### config.mk
export PLATFORM = sky130hd
export DESIGN_NAME = owd_decoder
export DESIGN_NICKNAME = d
export VERILOG_FILES = /design/src/rtl/owd_pkg.sv /design/src/rtl/owd_win_regs.sv /design/src/rtl/owd_win_match.sv /design/src/rtl/owd_prio_sel.sv /design/src/rtl/owd_decoder.sv
export SDC_FILE = /design/constraint.sdc
export NUM_CORES = 1
export LEC_CHECK = 0
export BUFFER_PORTS_ARGS = -buffer_cell sky130_fd_sc_hd__buf_2
export CAP_MARGIN = 0
export CORE_ASPECT_RATIO = 1.2
export CORE_UTILIZATION = 56
export CTS_CLUSTER_SIZE = 20
export DETAILED_ROUTE_END_ITERATION = 8
export PLACE_DENSITY_LB_ADDON = 0.15
export SETUP_SLACK_MARGIN = 0.4
export SYNTH_ARGS = -nofsm -noshare
export SYNTH_HDL_FRONTEND = slang
export SYNTH_SLANG_ARGS = --single-unit
### constraint.sdc
create_clock -name clk -period 3.77 [get_ports clk]
set_input_delay 0.5655 -clock clk [delete_from_list [all_inputs] [get_ports clk]]
set_output_delay 0.5655 -clock clk [all_outputs]
set_load 0.005 [all_outputs]
### src/rtl/owd_pkg.sv
package owd_pkg;
  localparam int DEC_W = 8;

  typedef struct packed {
    logic             en;
    logic [DEC_W-1:0] base;
    logic [DEC_W-1:0] mask;
    logic [DEC_W-1:0] trans;
  } win_cfg_t;
endpackage

### src/rtl/owd_win_regs.sv
module owd_win_regs
  import owd_pkg::*;
#(
  parameter int NUM_WIN = 3,
  parameter int IDX_W   = 2
) (
  input  logic                     clk,
  input  logic                     rst_n,
  input  logic                     cfg_we,
  input  logic [IDX_W-1:0]         cfg_win,
  input  logic                     cfg_en,
  input  logic [DEC_W-1:0]         cfg_base,
  input  logic [DEC_W-1:0]         cfg_mask,
  input  logic [DEC_W-1:0]         cfg_trans,
  output win_cfg_t [NUM_WIN-1:0]   cfg_q
);
  // One storage slot per window; an index with no slot writes nothing.
  for (genvar g = 0; g < NUM_WIN; g++) begin : g_slot
    always_ff @(posedge clk) begin
      if (!rst_n) begin
        cfg_q[g] <= '0;
      end else if (cfg_we && cfg_win == IDX_W'(g)) begin
        cfg_q[g].en    <= cfg_en;
        cfg_q[g].base  <= cfg_base;
        cfg_q[g].mask  <= cfg_mask;
        cfg_q[g].trans <= cfg_trans;
      end
    end
  end
endmodule

### src/rtl/owd_win_match.sv
module owd_win_match
  import owd_pkg::*;
(
  input  win_cfg_t         cfg,
  input  logic [DEC_W-1:0] top_in,
  output logic             hit,
  output logic [DEC_W-1:0] top_out
);
  logic [DEC_W-1:0] keep;

  always_comb begin
    keep    = ~cfg.mask;
    hit     = cfg.en && ((top_in & keep) == (cfg.base & keep));
    top_out = (cfg.trans & keep) | (top_in & cfg.mask);
  end
endmodule

### src/rtl/owd_prio_sel.sv
module owd_prio_sel
  import owd_pkg::*;
#(
  parameter int NUM_WIN = 3,
  parameter int IDX_W   = 2
) (
  input  logic [NUM_WIN-1:0]            hit_vec,
  input  logic [NUM_WIN-1:0][DEC_W-1:0] top_vec,
  output logic                          any_hit,
  output logic [IDX_W-1:0]              win_idx,
  output logic [DEC_W-1:0]              win_top
);
  // Walk from the highest index down so the lowest matching index is kept.
  always_comb begin
    any_hit = 1'b0;
    win_idx = '0;
    win_top = '0;
    for (int i = NUM_WIN - 1; i >= 0; i--) begin
      if (hit_vec[i]) begin
        any_hit = 1'b1;
        win_idx = IDX_W'(i);
        win_top = top_vec[i];
      end
    end
  end
endmodule

### src/rtl/owd_decoder.sv
module owd_decoder
  import owd_pkg::*;
#(
  parameter int ADDR_W  = 32,
  parameter int NUM_WIN = 3,
  parameter int IDX_W   = (NUM_WIN > 1) ? $clog2(NUM_WIN) : 1
) (
  input  logic              clk,
  input  logic              rst_n,
  input  logic              cfg_we,
  input  logic [IDX_W-1:0]  cfg_win,
  input  logic              cfg_en,
  input  logic [DEC_W-1:0]  cfg_base,
  input  logic [DEC_W-1:0]  cfg_mask,
  input  logic [DEC_W-1:0]  cfg_trans,
  input  logic              in_valid,
  output logic              in_ready,
  input  logic [ADDR_W-1:0] in_addr,
  output logic              out_valid,
  input  logic              out_ready,
  output logic              out_hit,
  output logic [IDX_W-1:0]  out_idx,
  output logic [ADDR_W-1:0] out_addr
);
  localparam int LOW_W = ADDR_W - DEC_W;

  win_cfg_t [NUM_WIN-1:0]            cfg_q;
  logic     [NUM_WIN-1:0]            hit_vec;
  logic     [NUM_WIN-1:0][DEC_W-1:0] top_vec;
  logic                              any_hit;
  logic     [IDX_W-1:0]              win_idx;
  logic     [DEC_W-1:0]              win_top;
  logic                              accept;

  owd_win_regs #(.NUM_WIN(NUM_WIN), .IDX_W(IDX_W)) u_regs (
    .clk      (clk),
    .rst_n    (rst_n),
    .cfg_we   (cfg_we),
    .cfg_win  (cfg_win),
    .cfg_en   (cfg_en),
    .cfg_base (cfg_base),
    .cfg_mask (cfg_mask),
    .cfg_trans(cfg_trans),
    .cfg_q    (cfg_q)
  );

  for (genvar g = 0; g < NUM_WIN; g++) begin : g_match
    owd_win_match u_match (
      .cfg    (cfg_q[g]),
      .top_in (in_addr[ADDR_W-1:LOW_W]),
      .hit    (hit_vec[g]),
      .top_out(top_vec[g])
    );
  end

  owd_prio_sel #(.NUM_WIN(NUM_WIN), .IDX_W(IDX_W)) u_prio (
    .hit_vec(hit_vec),
    .top_vec(top_vec),
    .any_hit(any_hit),
    .win_idx(win_idx),
    .win_top(win_top)
  );

  assign in_ready = !out_valid || out_ready;
  assign accept   = in_valid && in_ready;

  always_ff @(posedge clk) begin
    if (!rst_n) begin
      out_valid <= 1'b0;
      out_hit   <= 1'b0;
      out_idx   <= '0;
      out_addr  <= '0;
    end else if (accept) begin
      out_valid <= 1'b1;
      out_hit   <= any_hit;
      out_idx   <= any_hit ? win_idx : '0;
      out_addr  <= any_hit ? {win_top, in_addr[LOW_W-1:0]} : in_addr;
    end else if (out_ready) begin
      out_valid <= 1'b0;
    end
  end
endmodule

==> out/summary.log, run 1 <==
[place] Port-buffer cells 100
[cts] CTS Hold Bufs 0
[floorplan] die extent in y 106 µm
[setup_path] count of buffer and inverter cells on the critical path 1
[yosys] post-synthesis sequential area ratio 43.6%
[finish] share of post-route cells with drive strength above 1 21.0%
[pwr] share of power burned in combinational logic 11.4%
[yosys] synthesized netlist net count 656
[yosys] top cell type's share of synthesized area 43.6%
[global_routing] largest net degree at the start of global routing 87
[sta] final hold viol count 0
[sta] RSZ-0062 raised after global routing no
[cts] Clock Root Buffer clkbuf_8
[setup_path] CP required 4.04 ns
[yosys] netlist area before placement 0.00509 mm²
[cts] Gates resized, CTS repair 0
[yosys] Seq cells post-synth 111
[setup_path] setup slack of the most critical reg-to-reg path 1.23 ns
[setup_path] ordered list of cells on the worst path buf_2, xnor2_2, o22ai_1, or3_1, or3_1, mux2_4, o41ai_2
[pwr] Sequential Power Share 56.2%
[global_routing] aggregate global routing overflow 0
[pwr] IR drop worst, VDD 0.280 mV
[pwr] net switching share of the total power 26.5%
[cts] worst skew pair latency 0.38 ns
[route] overall via count from detail_route 4323
[setup_path] slowest stage cell, crit path or3_1
[sta] Setup violations, final 0
[setup_path] kind of end point of the critical path register
[cts] Reg clk slew, reported paths 0.11 ns
[route] Detailed Routing Iterations Pass 1 4
[global_routing] wire length of the first global-routing pass 21000 µm
[sta] final sum of negative setup slack 0 ns
[yosys] synthesized area per cell 8.60 µm²
[pwr] Sw Pwr 592 µW
[job] count of max-cap constraint violations 0
[yosys] asr flop ratio synth 0%
[finish] multi-input gate area in the final layout 0.00265 mm²
[sta] worst-case headroom to the max-slew limit 14.9%
[sta] worst-margin pin slew 1.27 ns
[floorplan] Initial Util 58.5%
[yosys] largest area contributor in the synthesized netlist dfxtp_1
[global_routing] total global routing track utilization 29.3%
[finish] fill count 794
[finish] area grow syn2layout 13.5%
[setup_path] Most common cell on crit path or3_1
[route] Post-DRT Antenna Nets 0
[route] post-DR wirelength/cell 16.6 µm
[route] average vias per placed instance 5.49
[setup_path] startpoint class of the critical path input port
[yosys] Top FF cell, synth dfxtp_1
[yosys] number of flops mapped to enable cells by yosys 0
[finish] number of inserted diodes 0
[setup_path] Crit Path Class input port to register
[finish] register area 0.00222 mm²
[route] violation count after the first detailed-routing iteration 221
[cts] clock buffer depth 2
[place] HPWL after detailed placement 8980 µm
[yosys] library cells used by synthesis 42
[route] post-detailed-route DRC marker count 0
[sta] worst hold slack 0.421 ns
[finish] # nets final 729
[setup_path] r2r endpoint out_addr[31]
[cts] deepest level of the CTS H-tree 3
[pwr] fraction of power consumed by the clock network 32.5%
[setup_path] Register-to-Register Path Depth 6
[setup_path] Reg2Reg Launch Point u_regs.cfg_q[21]
[pwr] Int Pwr 1640 µW
[yosys] count of warnings emitted by yosys 0
[cts] clock tree from TritonCTS done
[sta] final slew viol count 0
[floorplan] die width 89.1 µm
[setup_path] dominant delay contributor by cell family on the critical path simple AND/OR/NAND/NOR gates
[pwr] ratio of total power to cell area 387 mW/mm²
[cts] number of CTS-inserted buffers 9
[global_routing] number of antenna violations at the first check in global routing 0
[global_routing] vias in the first global route 4271
[cts] total number of clock tree sinks 111
[floorplan] Site Rows 37
[min_path] type of the tightest min-delay check input port to register
[yosys] Post-Syn Instances 592
[setup_path] crit path max fanout 18
[min_path] startpoint of the lowest-slack hold path in_addr[5]
[setup_path] Max stage delay on crit path 0.69 ns
[sta] Period Utilization, post-route 67.7%
[sta] Setup Skew 0.0112 ns
[cts] buffers inserted during post-CTS setup optimization 0
[pwr] standby leakage power 0.00224 µW
[sta] final critical-path required period 2.55 ns
[floorplan] number of I/O pins 101
[min_path] Hold Crit Depth 3
[status] result of the run completed
[min_path] Endpoint, Worst Hold out_addr[5]
[yosys] ranking of synthesized cells by area dfxtp_1 (44%), nand2_1 (15%), a21boi_0 (15%)
[route] WL final 13100 µm
[floorplan] CORE AREA 0.00870 mm²
[place] GPL Wtd Cong 0.872
[floorplan] die footprint 0.00948 mm²
[setup_path] Worst EP arrival 2.82 ns
[sta] highest achievable clock rate 392 MHz
==> layout make-up <==
cell class                      count  share of cell area (%)
Timing Repair Buffer              107                    9.57
Sequential cell                   111                    38.4
Clock buffer                        9                    2.14
Inverter                            4                   0.260
Multi-Input combinational cell    432                    45.8
Tap cell                          117                    2.53
Clock inverter                      7                    1.28
==> routing by layer <==
metal	GRT usage [%]	share of wire [%]	vias up	routed length, µm
met3	4.66	4.2	22	556
met5	0	0	-	0
met1	36.7	44	2052	5770
met2	48.8	49	115	6440
met4	13.6	2.4	0	320
li1	-	-	2134	-
==> worst reg2reg max path, cell delays in order (launching register included) <==
cell	delay [ns]
dfxtp_1	0.40
xnor2_2	0.13
o22ai_1	0.10
or3_1	0.38
or3_1	0.69
mux2_4	0.42
o41ai_2	0.32
==> state kept, by name (all words and copies together), names as in the netlist <==
name / count
out_valid: 1
out_idx: 2
out_addr: 32
u_regs.cfg_q: 75
out_hit: 1
==> cell usage after synthesis, drive strengths merged (2+ instances only) <==
cell and n:
clkbuf 38, and4 8, o41ai 8, or3b 2
nand2 202, a211oi 8, xnor2 21, inv 3
and2 4, mux2 8, nor2b 5, o21ai 4
mux2i 16, nand3b 2, or3 2, xor2 3
buf 7, dfxtp 111, nand4 2, nor2 2
nand3 8, and3b 2, o22a 3, o22ai 5
a21boi 102, nor3 9
==> cells by family after synthesis <==
kind of cell	count (synthesis)	synth area share, %
flip-flops	111	43.6
multiplexers	24	4.99
XOR/XNOR	24	4.57
AND/OR/NAND/NOR	251	21.2
AO/OA/AOI/OAI	133	21.1
buffers and inverters	49	4.52
==> through the flow <==
stage               power (µW)  cells  util, %  cell area [µm²]  worst slack [ns]
floorplan                 1430    592        -             5090              1.34
global placement          1530    771     64.1             5580             0.952
detailed placement        1540    771     64.1             5580             0.855
CTS                       2240    787     66.4             5780              1.25
global route              2310    787     66.4             5780              1.12
finish                    2240    787     66.4             5780              1.22
==> power by group through the flow <==
stage / clock [µW] / sequential (µW) / combinational (µW)
after floorplan: 0 / 1270 / 155
after global placement: 0 / 1280 / 246
after detailed placement: 0 / 1280 / 254
after CTS: 730 / 1250 / 255
after global routing: 773 / 1260 / 282
final: 726 / 1260 / 254
==> worst max-delay path by stage <==
stage / from / cells after the start / slack, ns / to
2_1_floorplan: in_addr[29] / 9 / 1.34 / out_addr[31]
3_3_place_gp: in_addr[29] / 7 / 0.95 / out_addr[31]
3_5_place_dp: in_addr[29] / 7 / 0.86 / out_addr[31]
4_1_cts: u_regs.cfg_q[23] / 6 / 1.25 / out_addr[31]
5_1_grt: u_regs.cfg_q[23] / 6 / 1.12 / out_addr[27]
6_report: in_addr[29] / 7 / 1.22 / out_addr[31]
==> cell usage in the layout (no fill, tap or decap), types with 3 or more instances in the layout <==
master    synthesis  final
mux2_1            7      7
o22a_1            3      3
nor3_1            9      9
buf_2             1    100
dfxtp_1         111    111
and4_1            7      7
clkinv_4          0      3
o41ai_2           8      8
buf_4             0      7
o22ai_1           4      4
xnor2_2           3      3
nor2b_1           5      5
nand3_1           8      8
a211oi_1          8      8
and2_1            3      3
o21ai_0           3      3
nand2_1         202    202
a21boi_0        100    100
inv_1             3      3
xnor2_1          18     18
mux2i_1          16     16
xor2_1            3      3
clkbuf_8          0      9
Note: power is estimated with default switching activity, not from simulation.
==> inputs of run 2 (changes only) <==
--- a/config.mk
+++ b/config.mk
@@ -8,7 +8,7 @@
 export BUFFER_PORTS_ARGS = -buffer_cell sky130_fd_sc_hd__buf_2
 export CAP_MARGIN = 0
 export CORE_ASPECT_RATIO = 1.2
-export CORE_UTILIZATION = 56
+export CORE_UTILIZATION = 55
 export CTS_CLUSTER_SIZE = 20
 export DETAILED_ROUTE_END_ITERATION = 8
 export PLACE_DENSITY_LB_ADDON = 0.15
==> constraint.sdc (replaced) <==
create_clock -name clk -period 2.4 [get_ports clk]
set_input_delay 0.36 -clock clk [delete_from_list [all_inputs] [get_ports clk]]
set_output_delay 0.36 -clock clk [all_outputs]
set_load 0.005 [all_outputs]
==> run 2 against run 1 <==
Effect of this change:
- flip-flop and latch count is the same
- total power grew 65%
- critical endpoint is now out_addr[26]
- largest cell class unchanged
- highest routed layer unchanged
- register-to-register slack lost 1.0 ns
==> out/summary.log, run 2 (same netlist as run 1, synthesis figures left out) <==
[global_routing] vias in the first global route 4179 [was 4271]
[floorplan] die width 89.9 µm [was 89.1 µm]
[route] post-DR wirelength/cell 16.0 µm [was 16.6 µm]
[floorplan] die footprint 0.00965 mm² [was 0.00948 mm²]
[min_path] type of the tightest min-delay check input port to register [unchanged]
[cts] total number of clock tree sinks 111 [unchanged]
[pwr] standby leakage power 0.00238 µW [was 0.00224 µW]
[setup_path] CP required 2.69 ns [was 4.04 ns]
[pwr] ratio of total power to cell area 614 mW/mm² [was 387 mW/mm²]
[status] result of the run completed [unchanged]
[floorplan] Initial Util 56.4% [was 58.5%]
[finish] share of post-route cells with drive strength above 1 25.5% [was 21.0%]
[route] Detailed Routing Iterations Pass 1 5 [was 4]
[cts] worst skew pair latency 0.39 ns [was 0.38 ns]
[sta] final hold viol count 0 [unchanged]
[finish] multi-input gate area in the final layout 0.00270 mm² [was 0.00265 mm²]
[finish] Biggest register u_regs.cfg_q [unchanged]
[floorplan] CORE AREA 0.00903 mm² [was 0.00870 mm²]
[cts] Clock Root Buffer clkbuf_8 [unchanged]
[finish] fill count 815 [was 794]
[job] count of max-cap constraint violations 0 [unchanged]
[pwr] IR drop worst, VDD 0.447 mV [was 0.280 mV]
[finish] commonest non-fill, non-tap cell in the layout nand2_1 [unchanged]
[cts] Reg clk slew, reported paths 0.10 ns [was 0.11 ns]
[place] HPWL after detailed placement 9040 µm [was 8980 µm]
[sta] Setup Skew 0.0119 ns [was 0.0112 ns]
[finish] # nets final 746 [was 729]
[sta] Setup violations, final 0 [unchanged]
[setup_path] Worst EP arrival 2.49 ns [was 2.82 ns]
[sta] worst-case headroom to the max-slew limit 59.5% [was 14.9%]
[global_routing] total global routing track utilization 27.3% [was 29.3%]
[route] violation count after the first detailed-routing iteration 154 [was 221]
[place] GPL Wtd Cong 0.878 [was 0.872]
[global_routing] wire length of the first global-routing pass 20700 µm [was 21000 µm]
[global_routing] aggregate global routing overflow 0 [unchanged]
[sta] RSZ-0062 raised after global routing yes [was no]
[cts] clock tree from TritonCTS done [unchanged]
[sta] Period Utilization, post-route 91.8%
[global_routing] number of antenna violations at the first check in global routing 0 [unchanged]
[finish] biggest registers after layout u_regs.cfg_q: 75 flops, out_addr: 32 flops, out_idx: 2 flops [unchanged]
[floorplan] number of I/O pins 101 [unchanged]
[finish] Non-Filler Instances 807 [was 787]
[finish] register area 0.00223 mm² [was 0.00222 mm²]
[sta] worst-margin pin slew 0.607 ns [was 1.27 ns]
[finish] flip-flop count of the largest register, all copies and words added 75 [unchanged]
[route] WL final 12900 µm [was 13100 µm]
[sta] highest achievable clock rate 454 MHz
[setup_path] kind of end point of the critical path register [unchanged]
[cts] CTS Hold Bufs 0 [unchanged]
[setup_path] crit path max fanout 7 [was 18]
[route] Post-DRT Antenna Nets 0 [unchanged]
[cts] deepest level of the CTS H-tree 3 [unchanged]
[route] average vias per placed instance 5.42 [was 5.49]
[route] overall via count from detail_route 4377 [was 4323]
[sta] final slew viol count 0 [unchanged]
[cts] clock buffer depth 2 [unchanged]
[finish] number of inserted diodes 0 [unchanged]
[place] Port-buffer cells 100 [unchanged]
[floorplan] die extent in y 107 µm [was 106 µm]
[sta] final critical-path required period 2.20 ns
[floorplan] Site Rows 38 [was 37]
[finish] area grow syn2layout 18.3% [was 13.5%]
[setup_path] startpoint class of the critical path register [was input port]
[setup_path] Crit Path Class register to register [was input port to register]
[route] post-detailed-route DRC marker count 0 [unchanged]
[cts] number of CTS-inserted buffers 9 [unchanged]
[global_routing] largest net degree at the start of global routing 43 [was 87]
[finish] highest-count cells in the layout ignoring fill and taps nand2_1 (202), dfxtp_1 (107), buf_2 (101) [was nand2_1 (202), dfxtp_1 (111), a21boi_0 (100), buf_2 (100), xnor2_1 (18)]
[sta] final sum of negative setup slack 0 ns [unchanged]
[place] # placed instances 788 [was 771]
[run 2: worst max-delay path: stages (launching register included)]
cell and delay, ns:
dfxtp_2 0.35, xnor2_2 0.15, o22ai_2 0.11, or3_4 0.40
or3_4 0.36, buf_6 0.15, mux2_4 0.29, o41ai_2 0.30
[run 2: layer usage]
layer  vias to the layer above  global-route usage, %  wire length [µm]
li1                       2159                      -                 -
met1                      2064                   32.8              5630
met2                       133                   49.1              6350
met3                        21                   2.54               537
met4                         0                   13.6               351
met5                         -                      0                 0
[run 2: metrics by stage]
stage	hold slack (ns)	worst slack (ns)	instance area, µm²	utilization, %	total power, µW
2_1_floorplan	0.439	0.228	5110	-	2250
3_3_place_gp	0.444	0.0712	5700	63.0	2420
3_5_place_dp	0.445	0.0101	5700	63.0	2430
4_1_cts	0.203	0.210	6010	66.6	3720
5_1_grt	0.226	0.122	6020	66.7	3820
6_report	0.210	0.196	6020	66.7	3700
[run 2: worst paths after layout]
path / from / to / slack [ns] / cells after the start
worst max-delay path: u_regs.cfg_q[20] / out_addr[26] / 0.20 / 7
worst min-delay path: in_addr[10] / out_addr[10] / 0.21 / 3
worst max register to register: u_regs.cfg_q[20] / out_addr[26] / 0.20 / 7
worst min register to register: out_idx[0] / out_idx[0] / 0.46 / 2
[run 2: repair_timing]
item | in CTS | in global routing
buffers inserted | 1 | 1
gates resized for setup | 17 | 1
setup endpoints to repair | 8 | 9
cloned | 1 | 0
pin swaps | 6 | 1
hold endpoints to repair | 0 | 0
[run 2: area by class of cell]
| class | instances | area share, % |
|---|---|---|
| repair buffers | 124 | 11.4 |
| well taps | 120 | 2.49 |
| clock buffers | 12 | 2.74 |
| clock inverters | 4 | 1.27 |
| flip-flops and latches | 111 | 37.0 |
| multi-input cells | 432 | 44.9 |
| inverters | 4 | 0.249 |
[run 2: report_power, final]
group          internal, µW  leakage, µW  switching [µW]
logic                   192      0.00135             236
registers              1920     0.000907            47.3
clock network           675     0.000119             628
total                  2780      0.00238             912
